### src/rtl/adc_sp_pkg.sv
package adc_sp_pkg;
  localparam int FRAME_W = 24;
  localparam int DATA_W  = 16;
  localparam logic [7:0] STATUS_BASE = 8'b0000_0101;
  localparam int ERR_POS = 5;

  typedef enum logic [1:0] {
    ST_OFF   = 2'd0,
    ST_HOLD  = 2'd1,
    ST_READY = 2'd2,
    ST_SHIFT = 2'd3
  } port_state_t;
endpackage

### src/rtl/adc_sp_sclk_sync.sv
module adc_sp_sclk_sync #(
  parameter int STAGES = 2
) (
  input  logic clk,
  input  logic rst_n,
  input  logic sclk,
  output logic sclk_rise,
  output logic sclk_fall
);
  logic [STAGES-1:0] sync_q;
  logic [STAGES-1:0] sync_d;
  logic              prev_q;

  always_comb begin
    sync_d = {sync_q[STAGES-2:0], sclk};
  end

  always_ff @(posedge clk or negedge rst_n) begin
    if (!rst_n) begin
      sync_q <= {STAGES{1'b1}};
      prev_q <= 1'b1;
    end else begin
      sync_q <= sync_d;
      prev_q <= sync_q[STAGES-1];
    end
  end

  assign sclk_rise = sync_q[STAGES-1] & ~prev_q;
  assign sclk_fall = ~sync_q[STAGES-1] & prev_q;
endmodule

### src/rtl/adc_sp_timebase.sv
module adc_sp_timebase #(
  parameter int PWRUP_CYC  = 1000,
  parameter int SETTLE_CYC = 16000,
  parameter int PERIOD_CYC = 8000,
  parameter int GUARD_CYC  = 16
) (
  input  logic clk,
  input  logic rst_n,
  input  logic pwr_on,
  output logic conv_done,
  output logic upd_guard
);
  localparam int FIRST_CYC = PWRUP_CYC + SETTLE_CYC;
  localparam int MAX_CYC   = (FIRST_CYC > PERIOD_CYC) ? FIRST_CYC : PERIOD_CYC;
  localparam int CNT_W     = $clog2(MAX_CYC + 1);
  localparam logic [CNT_W-1:0] FIRST_LOAD  = CNT_W'(FIRST_CYC - 1);
  localparam logic [CNT_W-1:0] PERIOD_LOAD = CNT_W'(PERIOD_CYC - 1);
  localparam logic [CNT_W-1:0] GUARD_LIM   = CNT_W'(GUARD_CYC);

  logic [CNT_W-1:0] cnt_q;
  logic [CNT_W-1:0] cnt_d;

  always_comb begin
    if (!pwr_on)            cnt_d = FIRST_LOAD;
    else if (cnt_q == '0)   cnt_d = PERIOD_LOAD;
    else                    cnt_d = cnt_q - 1'b1;
  end

  always_ff @(posedge clk or negedge rst_n) begin
    if (!rst_n) cnt_q <= FIRST_LOAD;
    else        cnt_q <= cnt_d;
  end

  assign conv_done = pwr_on && (cnt_q == '0);
  assign upd_guard = pwr_on && (cnt_q <= GUARD_LIM);

  // a completion always falls inside the guard window
  p_done_in_guard_r3: assert property (@(posedge clk) disable iff (!rst_n)
    conv_done |-> upd_guard);

  // completions are never back to back
  p_done_spacing_r3: assert property (@(posedge clk) disable iff (!rst_n)
    conv_done |=> !conv_done);

  // counter held at the start load while powered down
  p_hold_off_r10: assert property (@(posedge clk) disable iff (!rst_n)
    !pwr_on |=> (cnt_q == FIRST_LOAD));
endmodule

### src/rtl/adc_sp_shifter.sv
module adc_sp_shifter
  import adc_sp_pkg::*;
#(
  parameter int CODE_W = 12
) (
  input  logic              clk,
  input  logic              rst_n,
  input  logic              pwr_on,
  input  logic              conv_done,
  input  logic              upd_guard,
  input  logic              sclk_rise,
  input  logic              sclk_fall,
  input  logic [CODE_W-1:0] res_code,
  input  logic              res_err,
  output logic              dout,
  output logic              dout_oe
);
  localparam int BCNT_W = $clog2(FRAME_W + 1);
  localparam logic [BCNT_W-1:0] LAST_BIT = BCNT_W'(FRAME_W);

  port_state_t        st_q, st_d;
  logic [FRAME_W-1:0] sh_q, sh_d;
  logic [BCNT_W-1:0]  bcnt_q, bcnt_d;
  logic               bit_q, bit_d;
  logic [FRAME_W-1:0] frame_new;
  logic [7:0]         status;

  always_comb begin
    status          = STATUS_BASE;
    status[ERR_POS] = res_err;
    frame_new = ({{(FRAME_W-CODE_W){1'b0}}, res_code} << (FRAME_W - CODE_W))
              | {{(FRAME_W-8){1'b0}}, status};
  end

  always_comb begin
    st_d   = st_q;
    sh_d   = sh_q;
    bcnt_d = bcnt_q;
    bit_d  = bit_q;
    if (!pwr_on) begin
      st_d = ST_OFF;
    end else if (conv_done) begin
      st_d   = ST_READY;
      sh_d   = frame_new;
      bcnt_d = '0;
      bit_d  = 1'b1;
    end else if (upd_guard) begin
      st_d = ST_HOLD;
    end else begin
      unique case (st_q)
        ST_OFF:   st_d = ST_HOLD;
        ST_READY: begin
          if (sclk_fall) begin
            st_d   = ST_SHIFT;
            bit_d  = sh_q[FRAME_W-1];
            sh_d   = {sh_q[FRAME_W-2:0], 1'b0};
            bcnt_d = BCNT_W'(1);
          end
        end
        ST_SHIFT: begin
          if (sclk_rise && (bcnt_q == LAST_BIT)) begin
            st_d = ST_HOLD;
          end else if (sclk_fall && (bcnt_q < LAST_BIT)) begin
            bit_d  = sh_q[FRAME_W-1];
            sh_d   = {sh_q[FRAME_W-2:0], 1'b0};
            bcnt_d = bcnt_q + 1'b1;
          end
        end
        default: ;
      endcase
    end
  end

  always_ff @(posedge clk or negedge rst_n) begin
    if (!rst_n) begin
      st_q   <= ST_OFF;
      sh_q   <= '0;
      bcnt_q <= '0;
      bit_q  <= 1'b1;
    end else begin
      st_q   <= st_d;
      sh_q   <= sh_d;
      bcnt_q <= bcnt_d;
      bit_q  <= bit_d;
    end
  end

  always_comb begin
    unique case (st_q)
      ST_READY: dout = 1'b0;
      ST_SHIFT: dout = bit_q;
      default:  dout = 1'b1;
    endcase
    dout_oe = (st_q != ST_OFF);
  end

  // power control low releases the line one edge later
  p_tristate_r1: assert property (@(posedge clk) disable iff (!rst_n)
    !pwr_on |=> !dout_oe);

  // a completion shows as a driven low line on the next cycle
  p_ready_low_r2: assert property (@(posedge clk) disable iff (!rst_n)
    conv_done |=> (dout_oe && !dout));

  // inside the guard window the line is driven high
  p_guard_high_r7: assert property (@(posedge clk) disable iff (!rst_n)
    (upd_guard && !conv_done) |=> (dout_oe && dout));

  // bit position never runs past the frame length
  p_bcnt_range_r4: assert property (@(posedge clk) disable iff (!rst_n)
    bcnt_q <= LAST_BIT);
endmodule

### src/rtl/adc_serial_port.sv
module adc_serial_port #(
  parameter int CODE_W      = 12,
  parameter int PWRUP_CYC   = 1000,
  parameter int SETTLE_CYC  = 16000,
  parameter int PERIOD_CYC  = 8000,
  parameter int GUARD_CYC   = 16,
  parameter int SYNC_STAGES = 2
) (
  input  logic              clk,
  input  logic              rst_n,
  input  logic              pwr_on,
  input  logic              sclk,
  input  logic [CODE_W-1:0] res_code,
  input  logic              res_err,
  output logic              dout,
  output logic              dout_oe
);
  logic [1:0] rst_sync_q;
  logic       rst_int_n;
  logic       sclk_rise, sclk_fall;
  logic       conv_done, upd_guard;

  always_ff @(posedge clk or negedge rst_n) begin
    if (!rst_n) rst_sync_q <= 2'b00;
    else        rst_sync_q <= {rst_sync_q[0], 1'b1};
  end
  assign rst_int_n = rst_sync_q[1];

  adc_sp_sclk_sync #(.STAGES(SYNC_STAGES)) sync_i (
    .clk       (clk),
    .rst_n     (rst_int_n),
    .sclk      (sclk),
    .sclk_rise (sclk_rise),
    .sclk_fall (sclk_fall)
  );

  adc_sp_timebase #(
    .PWRUP_CYC  (PWRUP_CYC),
    .SETTLE_CYC (SETTLE_CYC),
    .PERIOD_CYC (PERIOD_CYC),
    .GUARD_CYC  (GUARD_CYC)
  ) tb_i (
    .clk       (clk),
    .rst_n     (rst_int_n),
    .pwr_on    (pwr_on),
    .conv_done (conv_done),
    .upd_guard (upd_guard)
  );

  adc_sp_shifter #(.CODE_W(CODE_W)) shf_i (
    .clk       (clk),
    .rst_n     (rst_int_n),
    .pwr_on    (pwr_on),
    .conv_done (conv_done),
    .upd_guard (upd_guard),
    .sclk_rise (sclk_rise),
    .sclk_fall (sclk_fall),
    .res_code  (res_code),
    .res_err   (res_err),
    .dout      (dout),
    .dout_oe   (dout_oe)
  );
endmodule

### config.mk
export PLATFORM = sky130hd
export DESIGN_NAME = adc_serial_port
export DESIGN_NICKNAME = d
export VERILOG_FILES = /design/src/rtl/adc_sp_pkg.sv /design/src/rtl/adc_sp_sclk_sync.sv /design/src/rtl/adc_sp_timebase.sv /design/src/rtl/adc_sp_shifter.sv /design/src/rtl/adc_serial_port.sv
export SDC_FILE = /design/constraint.sdc
export NUM_CORES = 1
export LEC_CHECK = 0
export BUFFER_PORTS_ARGS = -buffer_cell sky130_fd_sc_hd__buf_2
export CORE_MARGIN = 2
export CORE_UTILIZATION = 40
export DETAILED_ROUTE_END_ITERATION = 10
export PLACE_DENSITY_LB_ADDON = 0.08
export SLEW_MARGIN = 25
export SYNTH_ARGS = -nofsm -noshare
export SYNTH_HDL_FRONTEND = slang
export SYNTH_SLANG_ARGS = --single-unit
### constraint.sdc
create_clock -name clk -period 1.75 [get_ports clk]
set_input_delay 0.175 -clock clk [delete_from_list [all_inputs] [get_ports clk]]
set_output_delay 0.175 -clock clk [all_outputs]
set_load 0.02 [all_outputs]
---- Yosys cells after proc, flatten, opt, wreduce, memory -nomap -nowiden ----
Index checks and enable logic that the tools add are counted.
storage, ports and cells
  bits in registers ....................... 52
  bits in latches ......................... 0
  RAM bits ................................ 0
  bits in read-only memories .............. 0
  input port bits ......................... 17
  output and inout bits ................... 2
  logic and storage cells ................. 64
  memories ................................ 0
operators by class
  $add $sub $neg .......................... 2
  $mul .................................... 0
  divide/modulo/power cells ............... 0
  $lt $le $gt $ge ......................... 2
  eq/ne operators ......................... 10
  shift operators ......................... 0
  muxes and demuxes ....................... 27
  bitwise logic cells ..................... 5
  reductions and logical operators ........ 10
operators with widths
  cell                                                                               count
  24-bit 2-to-1 mux                                                                  5
  24-bit one-hot mux with 2 select lines                                             1
  15-bit 2-to-1 mux                                                                  2
  5-bit 2-to-1 mux                                                                   5
  24-bit by 6-bit bitwise OR with 24-bit output                                      1
  15-bit by 5-bit less-or-equal comparator with 1-bit output, second input constant  1
  15-bit zero test                                                                   1
  15-bit by 1-bit subtractor with 15-bit output, second input constant               1
  2-bit 2-to-1 mux                                                                   5
  5-bit by 3-bit != test with 1-bit output, second input constant                    2
  5-bit one-hot mux with 2 select lines                                              1
  3-bit by 2-bit != test with 1-bit output, second input constant                    2
  6-bit by 1-bit != test with 1-bit output, second input constant                    1
  2-bit one-hot mux with 3 select lines                                              1
  6-bit AND reduction                                                                1
  5-bit by 1-bit adder with 5-bit output, second input constant                      1
  5-bit == test, second input constant                                               1
  5-bit less-than comparator, second input constant                                  1
  1-bit 2-to-1 mux                                                                   5
  2-bit == test, second input constant                                               2
  1-bit logical AND                                                                  4
  1-bit one-hot mux with 2 select lines                                              2
  3-bit != test, second input constant                                               1
  3-bit AND reduction                                                                1
  6 further kinds                                                                    8

---- Longest topological paths before layout ----
Gate-level depths: netlist of the first run.
  depth in word-level cells ............... 8
  gate-level depth with buffers ........... 9
  depth with buffers taken out ............ 7

---- Hierarchy ----
From an unflattened synthesis of the first run, not the netlist that was laid out.
second synthesis, totals
  cell total of the unflattened synthesis .. 211
  area total of the unflattened synthesis .. 2534.9 µm²
by module, submodules not included
  module            instances  cells an instance  area each (µm²)  seq. area each (µm²)
  adc_sp_shifter    1          123                1556.5           802.0
  adc_sp_timebase   1          80                 830.8            384.1
  adc_sp_sclk_sync  1          5                  93.8             78.8
  adc_serial_port   1          3                  53.8             50.0

---- Worst setup path before layout of the first run ----
No wires, ideal clock.
  path kind ............................... flip-flop to flip-flop
  start point ............................. register tb_i.cnt_q[0]
  end point ............................... register shf_i.sh_q[16]
  setup time .............................. 0.118 ns
  arrival time ............................ 2.000 ns
  data required time ...................... 1.632 ns
  path slack .............................. -0.368 ns
  cell stages (with the launch flop) ...... 9
  buffers on the path ..................... 1
  clock period less this slack ............ 2.118 ns
  cells stage by stage .................... dfstp_2 -> inv_1 -> ha_1 -> or3b_2 -> a21oi_1 -> a21oi_2 -> buf_4 -> a22o_1 -> a21o_1
between the ends
  word-level cells in the longest chain between the ends .. 4
  elaborated cells on any way between the ends .. 11
  classes of those cells .................. order compare (1); eq/ne (4); mux (1); reduce/logical (5)
ends and longest elaborated chain
  element                                                                                         RTL line                                      RTL
  start, declared                                                                                 adc_sp_timebase.sv:20                         logic [CNT_W-1:0] cnt_q;
  start signal, assigned                                                                          adc_sp_timebase.sv:31                         else cnt_q <= cnt_d;
  15-bit by 5-bit less-or-equal comparator with 1-bit output or 15-bit zero test (tied branches)  adc_sp_timebase.sv:35, adc_sp_timebase.sv:34
  1-bit logical AND (on tied branches)                                                            adc_sp_timebase.sv:35, adc_sp_timebase.sv:34
  2-bit != test (no source line), or another cell as far along                                    --
  6-bit AND reduction (no source line)                                                            --
  end signal, assigned                                                                            adc_sp_shifter.sv:77                          sh_q <= '0;
  end signal, assigned                                                                            adc_sp_shifter.sv:82                          sh_q <= sh_d;
  end, declared                                                                                   adc_sp_shifter.sv:22                          logic [FRAME_W-1:0] sh_q, sh_d;
Parallel ways exist; a longest one is shown, timed or not.
A chain may end at the register's enable or synchronous reset.

---- Final worst setup path of the first run ----
  start point ............................. register tb_i.cnt_q[9]
  end point ............................... register shf_i.bcnt_q[0]
between the ends
  word-level cells in the longest chain between the ends .. 4
  elaborated cells on any way between the ends .. 11
  classes of those cells .................. order compare (1); eq/ne (4); mux (1); reduce/logical (5)
ends and longest elaborated chain
  element                                                                                         RTL line                                      RTL
  15-bit by 5-bit less-or-equal comparator with 1-bit output or 15-bit zero test (tied branches)  adc_sp_timebase.sv:35, adc_sp_timebase.sv:34
  1-bit logical AND (on tied branches)                                                            adc_sp_timebase.sv:35, adc_sp_timebase.sv:34
  2-bit != test (no source line), or another cell as far along                                    --
  6-bit AND reduction (no source line)                                                            --
  end signal, assigned                                                                            adc_sp_shifter.sv:83                          bcnt_q <= bcnt_d;
  end, declared                                                                                   adc_sp_shifter.sv:23                          logic [BCNT_W-1:0] bcnt_q, bcnt_d;
Parallel ways exist; a longest one is shown, timed or not.

==> impl_metrics.env, run 1 <==
export IMPL_outcome="finished, violations left"
export IMPL_failed_checks="negative setup slack"
export IMPL_dp_slack_ns=-0.451
export IMPL_syn_avg_cell_area_sq_um=10.5
export IMPL_finalSetupViolations=47
export IMPL_cp_arrival_ns=2.21
export IMPL_leakagePower_nw=1.51
export IMPL_post_dp_hpwl_um=3340
export IMPL_htree_levels=2
export IMPL_fin_area_sq_um=3290
export IMPL_dpl_instance_area_sq_um=2910
export IMPL_fp_row_count=28
export IMPL_synth_cells=229
export IMPL_core_area_sq_um=5890
export IMPL_ir_drop_v=0.000310
export IMPL_clock_fmax_mhz=494
export IMPL_drc=0
export IMPL_hold_viol=0
export IMPL_synth_compound_area_frac=0.165
export IMPL_syn_nets=253
export IMPL_area_growth_pct=36.4
export IMPL_ant_nets=0
export IMPL_muxShareOfSynthArea=0.0166
export IMPL_die_area_sq_um=6670
export IMPL_p_per_area_nw_per_um2=624
export IMPL_clock_latency_ns=0.30
export IMPL_grt_max_degree=35
export IMPL_critPathKind="register to register"
export IMPL_synth_top_family_by_area="compound AO/OA/AOI/OAI gates"
export IMPL_worstSetupStartpointType="register"
export IMPL_io_pin_count=19
export IMPL_firstDrtPassIters=4
export IMPL_die_h_um=81.7
export IMPL_p_total_mw=2.05
export IMPL_crit_top_cell="buf_6"
export IMPL_cap_violations=0
export IMPL_grt_pass1_wl_um=8970
export IMPL_yosys_area_share_simple=0.161
export IMPL_final_common_cell="dfrtp_1"
export IMPL_crit_fanout=5
export IMPL_viasPerCell=5.06
export IMPL_wl_per_cell_um=13.7
export IMPL_grt_usage=0.176
export IMPL_n_antenna_cell=0
export IMPL_path_cells="or4_4 > nor3_4 > buf_6 > buf_6 > nand4_1 > buf_4 > a21oi_2 > a31oi_1"
export IMPL_port_buffers=18
export IMPL_crit_path_max_incr_delay_ns=0.56
export IMPL_ys_warn_count=0
export IMPL_final_cell_mix="dfrtp_1 (40), buf_4 (39), nand2_1 (32)"
export IMPL_cts_sinks=52
export IMPL_hold_path_class="primary input to register"
export IMPL_synthAdderAreaFrac=0.0363
export IMPL_setup_ws_ns=-0.276
export IMPL_syn_cell_area_sq_um=2410
export IMPL_gp_congestion=0.707
export IMPL_nets=320
export IMPL_clkTransAtPathRegs_ns=0.09
export IMPL_ys_ff_latch=52
export IMPL_worstPathRequired_ns=1.94
export IMPL_antenna_found_initial=0
export IMPL_root_buffer="clkbuf_8"
export IMPL_drive_gt1_frac=0.411
export IMPL_drtIter0Drc=89
export IMPL_ctsLongestPathBuffers=2
export IMPL_synth_xor_area_share=0.0363
export IMPL_die_w_um=81.7
export IMPL_yosysUniqueCellTypes=41
export IMPL_period_needed_ns=2.03
export IMPL_start_util=0.410
export IMPL_worst_path_max_delay_cell="or4_4"
export IMPL_finalCritPeriodShare=1.16
export IMPL_worst_clock_skew_ns=0.0105
export IMPL_seq_area_frac_synth=0.545
export IMPL_tns_ns=-9.42
export IMPL_cts_tree="yes"
export IMPL_critPathCaptureType="register"
export IMPL_drv_slew=0
export IMPL_cts_buffers=5
export IMPL_utilization=0.559
export IMPL_rsz0062_at_grt="yes"
export IMPL_drt_total_wl_um=5080
export IMPL_route_vias_total=1882
export IMPL_grt_ovfl_total=0
export IMPL_first_global_vias=1876
## final timing paths
path                                    startpoint                           to  slack (ns)  cells after the start
min in group asynchronous                    rst_n      rst_sync_q[1]$_DFF_PN0_        0.18                      2
hold / removal                         res_code[9]   shf_i.sh_q[21]$_DFFE_PN0P_        0.07                      3
setup reg to reg           tb_i.cnt_q[9]$_DFF_PN1_  shf_i.bcnt_q[0]$_DFFE_PN0P_       -0.28                      8
max in group asynchronous  rst_sync_q[1]$_DFF_PN0_      shf_i.bit_q$_DFFE_PN1P_        0.96                      1
hold reg to reg            rst_sync_q[1]$_DFF_PN0_      tb_i.cnt_q[8]$_DFF_PN0_        0.20                      0
setup / recovery           tb_i.cnt_q[9]$_DFF_PN1_  shf_i.bcnt_q[0]$_DFFE_PN0P_       -0.28                      8
## synthesized netlist by cell type, drive strengths merged
cell type   n  area share
o21ai      16       0.033
a211oi      1      0.0031
nor2       12       0.019
nand2b      2      0.0052
xnor2       7       0.025
buf         7       0.021
a31oi       5       0.013
a41oi       1      0.0036
nand3       9       0.019
a21oi      11       0.024
mux2i       4       0.017
o2111ai     1      0.0036
inv         8       0.012
dfrtp      41        0.43
a22o       11       0.040
nor4        1      0.0052
nand4b      1      0.0036
nor3        4       0.013
nand2      34       0.053
ha          7       0.036
nor3b       1      0.0031
xor2        3       0.011
and4        1      0.0036
or3b        1      0.0036
nor4bb      1      0.0041
or3         3      0.0078
a211o       1      0.0036
conb        1      0.0016
nor2b       2      0.0052
or4         3       0.011
nand4       1      0.0026
clkbuf      3      0.0047
a21o       12       0.037
o31ai       1      0.0031
dfstp      11        0.12
nand3b      1      0.0031
## per-stage QoR
stage	cells	hold slack (ns)
2_1_floorplan	229	-0.121
3_3_place_gp	353	-0.0392
3_5_place_dp	353	-0.0358
4_1_cts	370	0.0628
5_1_grt	372	0.0732
6_report	372	0.0679
## critical path, delay by kind of cell, from the launching register on
family / cells / cell delay [ns]
AO/OA/AOI/OAI: 2 / 0.15
buffers and inverters: 3 / 0.46
AND/OR/NAND/NOR: 3 / 0.92
flip-flops: 1 / 0.38
## sequential cells by signal, summed over array words and instances, names as in the netlist
register,count
shf_i.bcnt_q,5
sync_i.sync_q,2
shf_i.bit_q,1
shf_i.st_q,2
shf_i.sh_q,24
sync_i.prev_q,1
rst_sync_q,2
tb_i.cnt_q,15
## where the power goes
group          switching [mW]  internal, mW
logic                  0.0641        0.0540
clock network           0.375         0.323
registers              0.0155          1.22
total                   0.455          1.60
## area by class of cell
| cell class | instances | area, sq um |
|---|---|---|
| fill | 541 | 2590 |
| sequential | 52 | 1320 |
| multi-input combinational | 161 | 1230 |
| timing repair buffer | 68 | 528 |
| clock buffer | 8 | 90.1 |
| inverter | 8 | 30.0 |
| tap | 75 | 93.8 |
## timing repair
item | 4_1_cts | 5_1_grt
hold buffers | 2 | 0
setup endpoints to repair | 48 | 48
endpoints found under the hold margin | 3 | 0
gates resized for setup | 37 | 16
setup buffers | 5 | 3
pin swaps | 12 | 10
gates cloned | 2 | 0
## layer usage
layer | global-route usage | share of wire | vias to the layer above | routed length (um)
li1 | - | - | 939 | -
met4 | 0.0633 | 0.016 | 0 | 83
met1 | 0.247 | 0.51 | 915 | 2610
met5 | 0 | 0 | - | 0
met2 | 0.268 | 0.45 | 20 | 2270
met3 | 0.0385 | 0.024 | 8 | 120
## logic make-up after synthesis
logic type      after synthesis
other cells                   1
compound gates               60
mux                           4
flops                        52
xor+xnor                     10
buf+inv                      18
fa+ha+maj                     7
simple gates                 77
Note: power is estimated with default switching activity, not from simulation.
==> run 2: changes to the inputs <==
--- a/config.mk
+++ b/config.mk
@@ -7,7 +7,7 @@
 export LEC_CHECK = 0
 export BUFFER_PORTS_ARGS = -buffer_cell sky130_fd_sc_hd__buf_2
 export CORE_MARGIN = 2
-export CORE_UTILIZATION = 40
+export CORE_UTILIZATION = 50
 export DETAILED_ROUTE_END_ITERATION = 10
 export PLACE_DENSITY_LB_ADDON = 0.08
 export SLEW_MARGIN = 25
==> run 2 against run 1 <==
  * The run still ends with negative setup slack left
  * Critical endpoint is now shf_i.sh_q[12]$_DFFE_PN0P_
  * Final cell count shrank 8.1%
  * Die area shrank 19%
  * Combinational power is essentially flat
  * Fmax shrank 0.77%
==> impl_metrics.env, run 2 (synthesized netlist as in run 1, its figures left out) <==
export IMPL_ant_nets=0
export IMPL_failed_checks="negative setup slack"
export IMPL_combPwrFrac=0.059
export IMPL_start_util=0.514
export IMPL_clock_fmax_mhz=490
export IMPL_r2r_slack_ns=-0.29
export IMPL_first_global_vias=1719
export IMPL_route_vias_total=1861
export IMPL_io_pin_count=19
export IMPL_drv_slew=0
export IMPL_antenna_found_initial=0
export IMPL_cp_arrival_ns=2.24
export IMPL_firstDrtPassIters=4
export IMPL_drive_gt1_frac=0.344
export IMPL_cts_buffers=5
export IMPL_nets=311
export IMPL_port_buffers=18
export IMPL_area_growth_pct=28.1
export IMPL_ctsLongestPathBuffers=2
export IMPL_finalCritPeriodShare=1.17
export IMPL_reg2reg_to="shf_i.sh_q[12]$_DFFE_PN0P_"
export IMPL_rr_startpoint="tb_i.cnt_q[10]$_DFF_PN0_"
export IMPL_gp_congestion=0.777
export IMPL_final_cell_mix="dfrtp_1 (40), nand2_1 (33), buf_4 (32)"
export IMPL_hold_start="res_code[11]"
export IMPL_hold_viol=0
export IMPL_cts_tree="yes"
export IMPL_htree_levels=2
export IMPL_critPathKind="register to register"
export IMPL_die_w_um=73.5
export IMPL_die_area_sq_um=5400
export IMPL_p_per_area_nw_per_um2=655
export IMPL_period_needed_ns=2.04
export IMPL_clock_latency_ns=0.31
export IMPL_drtIter0Drc=115
export IMPL_grt_pass1_wl_um=8270
export IMPL_crit_path_end="shf_i.sh_q[12]$_DFFE_PN0P_"
export IMPL_intPower_mw=1.55
export IMPL_wl_per_cell_um=14.2
export IMPL_fillers=374
export IMPL_crit_start="tb_i.cnt_q[10]$_DFF_PN0_"
export IMPL_grt_ovfl_total=0
export IMPL_fp_row_count=25
export IMPL_swShare=0.232
export IMPL_grt_usage=0.199
export IMPL_cts_sinks=52
export IMPL_worstPathRequired_ns=1.95
export IMPL_leakagePower_nw=1.46
export IMPL_largest_register="shf_i.sh_q"
export IMPL_root_buffer="clkbuf_8"
export IMPL_hold_path_class="primary input to register"
export IMPL_worst_clock_skew_ns=0.0134
export IMPL_p_sw_uw=471
export IMPL_setup_ws_ns=-0.292
export IMPL_largestRegisters="shf_i.sh_q: 24 flops, tb_i.cnt_q: 15 flops, shf_i.bcnt_q: 5 flops"
export IMPL_critPathCaptureType="register"
export IMPL_core_area_sq_um=4690
export IMPL_worstSetupStartpointType="register"
export IMPL_rsz0062_at_grt="yes"
export IMPL_die_h_um=73.5
export IMPL_n_antenna_cell=0
export IMPL_drc=0
export IMPL_final_common_cell="dfrtp_1"
export IMPL_grt_max_degree=51
export IMPL_tns_ns=-8.34
export IMPL_ir_drop_v=0.000490
export IMPL_reg2regPathDepth=6
export IMPL_clkPwrFrac=0.333
export IMPL_largest_register_ffs=24
export IMPL_p_seq_frac=0.607
export IMPL_viasPerCell=5.44
export IMPL_p_total_mw=2.02
export IMPL_crit_fanout=19
export IMPL_post_dp_hpwl_um=3060
export IMPL_cap_violations=0
export IMPL_clkTransAtPathRegs_ns=0.10
export IMPL_drt_total_wl_um=4860
export IMPL_finalSetupViolations=46
export IMPL_outcome="finished, violations left"
[run 2: cell types whose count changed in the layout (fill, tap and decap cells not counted), moves of 3 or more]
cell     delta
buf_6       -3
buf_4       -7
a21oi_2     -7
a21oi_1     +7
o21ai_0     +3
[run 2: cell type report]
type / count / area [sq um] / area share
multi-input cells: 159 / 1110 / 0.359
well taps: 54 / 67.6 / 0.0218
clock buffers: 5 / 68.8 / 0.0222
clock inverters: 3 / 18.8 / 0.00607
inverters: 8 / 30.0 / 0.00971
repair buffers: 61 / 482 / 0.156
flip-flops and latches: 52 / 1320 / 0.426
[run 2: critical path, stage by stage (launching register included)]
cell     delay [ns]
dfrtp_1        0.38
or4_4          0.56
nor3_4         0.31
a21oi_4        0.12
buf_12         0.18
a22o_1         0.23
a21o_1         0.15
[run 2: layer usage]
metal  global-route usage  routed length, um  up-vias
li1                     -                  -      915
met3               0.0343                125        7
met4               0.0727                 58        0
met1                0.295               2400      915
met5                    0                  0        -
met2                0.292               2280       24
[run 2: repair_timing]
| item | in CTS | in global routing |
|---|---|---|
| hold buffers | 2 | 0 |
| pin swaps | 3 | 7 |
| hold endpoints to repair | 3 | 0 |
| setup buffers | 1 | 4 |
| resized for setup | 21 | 15 |
| setup endpoints to repair | 47 | 47 |
| gates cloned | 1 | 0 |
[run 2: metrics by stage]
stage               worst slack [ns]  instance area [sq um]  std cells   util  hold WS [ns]
detailed placement            -0.447                   2830        327  0.603       -0.0386
finish                        -0.292                   3090        342  0.659        0.0701
floorplan                     -0.236                   2450        229      -        -0.121
CTS                           -0.258                   3040        339  0.649        0.0630
global route                  -0.369                   3090        342  0.659        0.0778
global placement              -0.425                   2830        327  0.603       -0.0402
[run 2: worst min-delay path by stage]
stage / to / slack [ns] / cells after the start
floorplan: rst_sync_q[0]$_DFF_PN0_ / -0.12 / 0
global placement: rst_sync_q[0]$_DFF_PN0_ / -0.04 / 1
detailed placement: rst_sync_q[0]$_DFF_PN0_ / -0.04 / 1
CTS: shf_i.sh_q[23]$_DFFE_PN0P_ / 0.06 / 3
global route: shf_i.sh_q[23]$_DFFE_PN0P_ / 0.08 / 3
finish: shf_i.sh_q[23]$_DFFE_PN0P_ / 0.07 / 3
[run 2: power groups by stage]
stage	Sequential, mW	Clock [mW]	Combinational, mW
after floorplan	1.27	0	0.0376
after global placement	1.25	0	0.115
after detailed placement	1.25	0	0.116
after CTS	1.23	0.698	0.121
after global routing	1.23	0.744	0.137
final	1.23	0.675	0.120
==> run 3: changes to the inputs <==
--- a/config.mk
+++ b/config.mk
@@ -9,7 +9,8 @@
 export CORE_MARGIN = 2
 export CORE_UTILIZATION = 50
 export DETAILED_ROUTE_END_ITERATION = 10
-export PLACE_DENSITY_LB_ADDON = 0.08
+export PLACE_DENSITY = 0.68
+export SETUP_SLACK_MARGIN = 0.2
 export SLEW_MARGIN = 25
 export SYNTH_ARGS = -nofsm -noshare
 export SYNTH_HDL_FRONTEND = slang
==> run 3 against run 2 <==
  * The run still ends with negative setup slack left
  * Count of clock-buffer cells in the layout is the same
  * Final area grew 6.9%
  * Register-to-register slack lost 0.04 ns
  * Via count grew 5.1%
  * Hold slack gained 0.0024 ns
  * Fmax shrank 1.9%
  * Wire length grew 8.2%
  * Sequential cell count is the same
  * Clock power is essentially flat
  * Largest cell class unchanged
  * Largest power group unchanged
==> impl_metrics.env, run 3 (synthesized netlist as in run 1, its figures left out) <==
export IMPL_outcome="finished, violations left"
export IMPL_failed_checks="negative setup slack"
export IMPL_first_global_vias=1867
export IMPL_root_buffer="clkbuf_8"
export IMPL_wl_per_cell_um=15.0
export IMPL_grt_ovfl_total=0
export IMPL_grt_max_degree=51
export IMPL_crit_fanout=25
export IMPL_drv_slew=0
export IMPL_final_common_cell="dfrtp_1"
export IMPL_largest_register="shf_i.sh_q"
export IMPL_clock_fmax_mhz=480
export IMPL_hold_viol=0
export IMPL_period_needed_ns=2.08
export IMPL_route_vias_total=1955
export IMPL_intPower_mw=1.56
export IMPL_largestRegisters="shf_i.sh_q: 24 flops, tb_i.cnt_q: 15 flops, shf_i.bcnt_q: 5 flops"
export IMPL_final_cell_mix="dfrtp_1 (39), buf_4 (33), nand2_1 (28)"
export IMPL_worstSetupStartpointType="register"
export IMPL_hold_path_class="primary input to register"
export IMPL_worst_clock_skew_ns=0.00533
export IMPL_viasPerCell=5.57
export IMPL_drt_total_wl_um=5260
export IMPL_port_buffers=18
export IMPL_leakagePower_nw=1.53
export IMPL_fin_area_sq_um=3310
export IMPL_grt_usage=0.206
export IMPL_crit_path_max_incr_delay_ns=0.56
export IMPL_combPwrFrac=0.064
export IMPL_io_pin_count=19
export IMPL_cp_arrival_ns=2.29
export IMPL_finalSetupViolations=47
export IMPL_finalCritPeriodShare=1.19
export IMPL_cap_violations=0
export IMPL_p_seq_frac=0.605
export IMPL_htree_levels=2
export IMPL_crit_family="simple AND/OR/NAND/NOR gates"
export IMPL_clock_latency_ns=0.31
export IMPL_rsz0062_at_grt="yes"
export IMPL_clkPwrFrac=0.331
export IMPL_ctsLongestPathBuffers=2
export IMPL_p_per_area_nw_per_um2=615
export IMPL_worst_path_buf_inv=2
export IMPL_path_cells="or4_4 > nor3_4 > buf_4 > a21oi_4 > buf_12 > a22o_1 > a21o_1"
export IMPL_critPathCaptureType="register"
export IMPL_tns_ns=-10.91
export IMPL_cts_sinks=52
export IMPL_clkTransAtPathRegs_ns=0.09
export IMPL_setup_ws_ns=-0.331
export IMPL_firstDrtPassIters=4
export IMPL_drtIter0Drc=117
export IMPL_dpl_instance_area_sq_um=2810
export IMPL_core_area_sq_um=4690
export IMPL_ir_drop_v=0.000547
export IMPL_worst_path_max_delay_cell="or4_4"
export IMPL_cts_buffers=5
export IMPL_start_util=0.514
export IMPL_drive_gt1_frac=0.441
export IMPL_gp_congestion=0.797
export IMPL_p_sw_uw=478
export IMPL_stdcell_count=351
export IMPL_drc=0
export IMPL_n_antenna_cell=0
export IMPL_die_h_um=73.5
export IMPL_grt_pass1_wl_um=8620
export IMPL_utilization=0.705
export IMPL_post_dp_hpwl_um=3260
export IMPL_antenna_found_initial=0
export IMPL_fillers=354
export IMPL_area_growth_pct=37.0
export IMPL_dpl_cell_count=324
export IMPL_ant_nets=0
export IMPL_largest_register_ffs=24
export IMPL_die_area_sq_um=5400
export IMPL_die_w_um=73.5
export IMPL_swShare=0.235
export IMPL_cts_tree="yes"
export IMPL_fp_row_count=25
export IMPL_nets=320
export IMPL_critPathKind="register to register"
export IMPL_worstPathRequired_ns=1.96
run 3: layout make-up:
type	instances	area [sq um]	area share
multi-input combinational	159	1230	0.372
clock inverter	3	18.8	0.00568
clock buffer	5	68.8	0.0208
sequential	52	1320	0.399
tap	54	67.6	0.0204
inverter	8	30.0	0.00908
timing repair buffer	70	574	0.174
run 3: timing repair:
item | 4_1_cts | 5_1_grt
gates cloned | 0 | 1
endpoints found under the hold margin | 3 | 0
gates resized for setup | 51 | 24
hold buffers | 2 | 0
pin swaps | 14 | 12
buffers inserted | 7 | 9
setup endpoints to repair | 48 | 48
run 3: per-stage QoR:
step	hold WS, ns	total power, mW	setup slack, ns
after detailed placement	-0.0392	1.37	-0.450
after global routing	0.0861	2.12	-0.408
after CTS	0.0744	2.04	-0.268
after global placement	-0.0399	1.36	-0.422
after floorplan	-0.121	1.31	-0.236
final	0.0725	2.03	-0.331
run 3: layer usage:
| layer | vias to the layer above | GRT usage | share of wire |
|---|---|---|---|
| li1 | 937 | - | - |
| met1 | 970 | 0.268 | 0.44 |
| met2 | 41 | 0.349 | 0.51 |
| met3 | 7 | 0.0357 | 0.033 |
| met4 | 0 | 0.0646 | 0.013 |
| met5 | - | 0 | 0 |
run 3: worst min-delay path: cells and delay by family:
kind            cells  cell delay [ns]
simple gates        1             0.04
buf+inv             1             0.08
compound gates      1             0.06
run 3: final timing paths:
check / start / endpoint / slack [ns] / depth (start not counted)
max: tb_i.cnt_q[9]$_DFF_PN1_ / shf_i.sh_q[17]$_DFFE_PN0P_ / -0.33 / 7
min: res_code[11] / shf_i.sh_q[23]$_DFFE_PN0P_ / 0.07 / 3
max reg2reg: tb_i.cnt_q[9]$_DFF_PN1_ / shf_i.sh_q[17]$_DFFE_PN0P_ / -0.33 / 7
min reg2reg: rst_sync_q[1]$_DFF_PN0_ / tb_i.cnt_q[3]$_DFF_PN0_ / 0.25 / 1
max in group asynchronous: rst_sync_q[1]$_DFF_PN0_ / sync_i.sync_q[1]$_DFF_PN1_ / 1.22 / 1
min in group asynchronous: rst_n / rst_sync_q[1]$_DFF_PN0_ / 0.18 / 2
run 3: power by group through the flow:
stage	Clock, mW	Combinational [mW]	Sequential [mW]
6_report	0.673	0.130	1.23
4_1_cts	0.684	0.126	1.23
3_3_place_gp	0	0.112	1.25
5_1_grt	0.743	0.146	1.23
3_5_place_dp	0	0.115	1.25
2_1_floorplan	0	0.0377	1.27
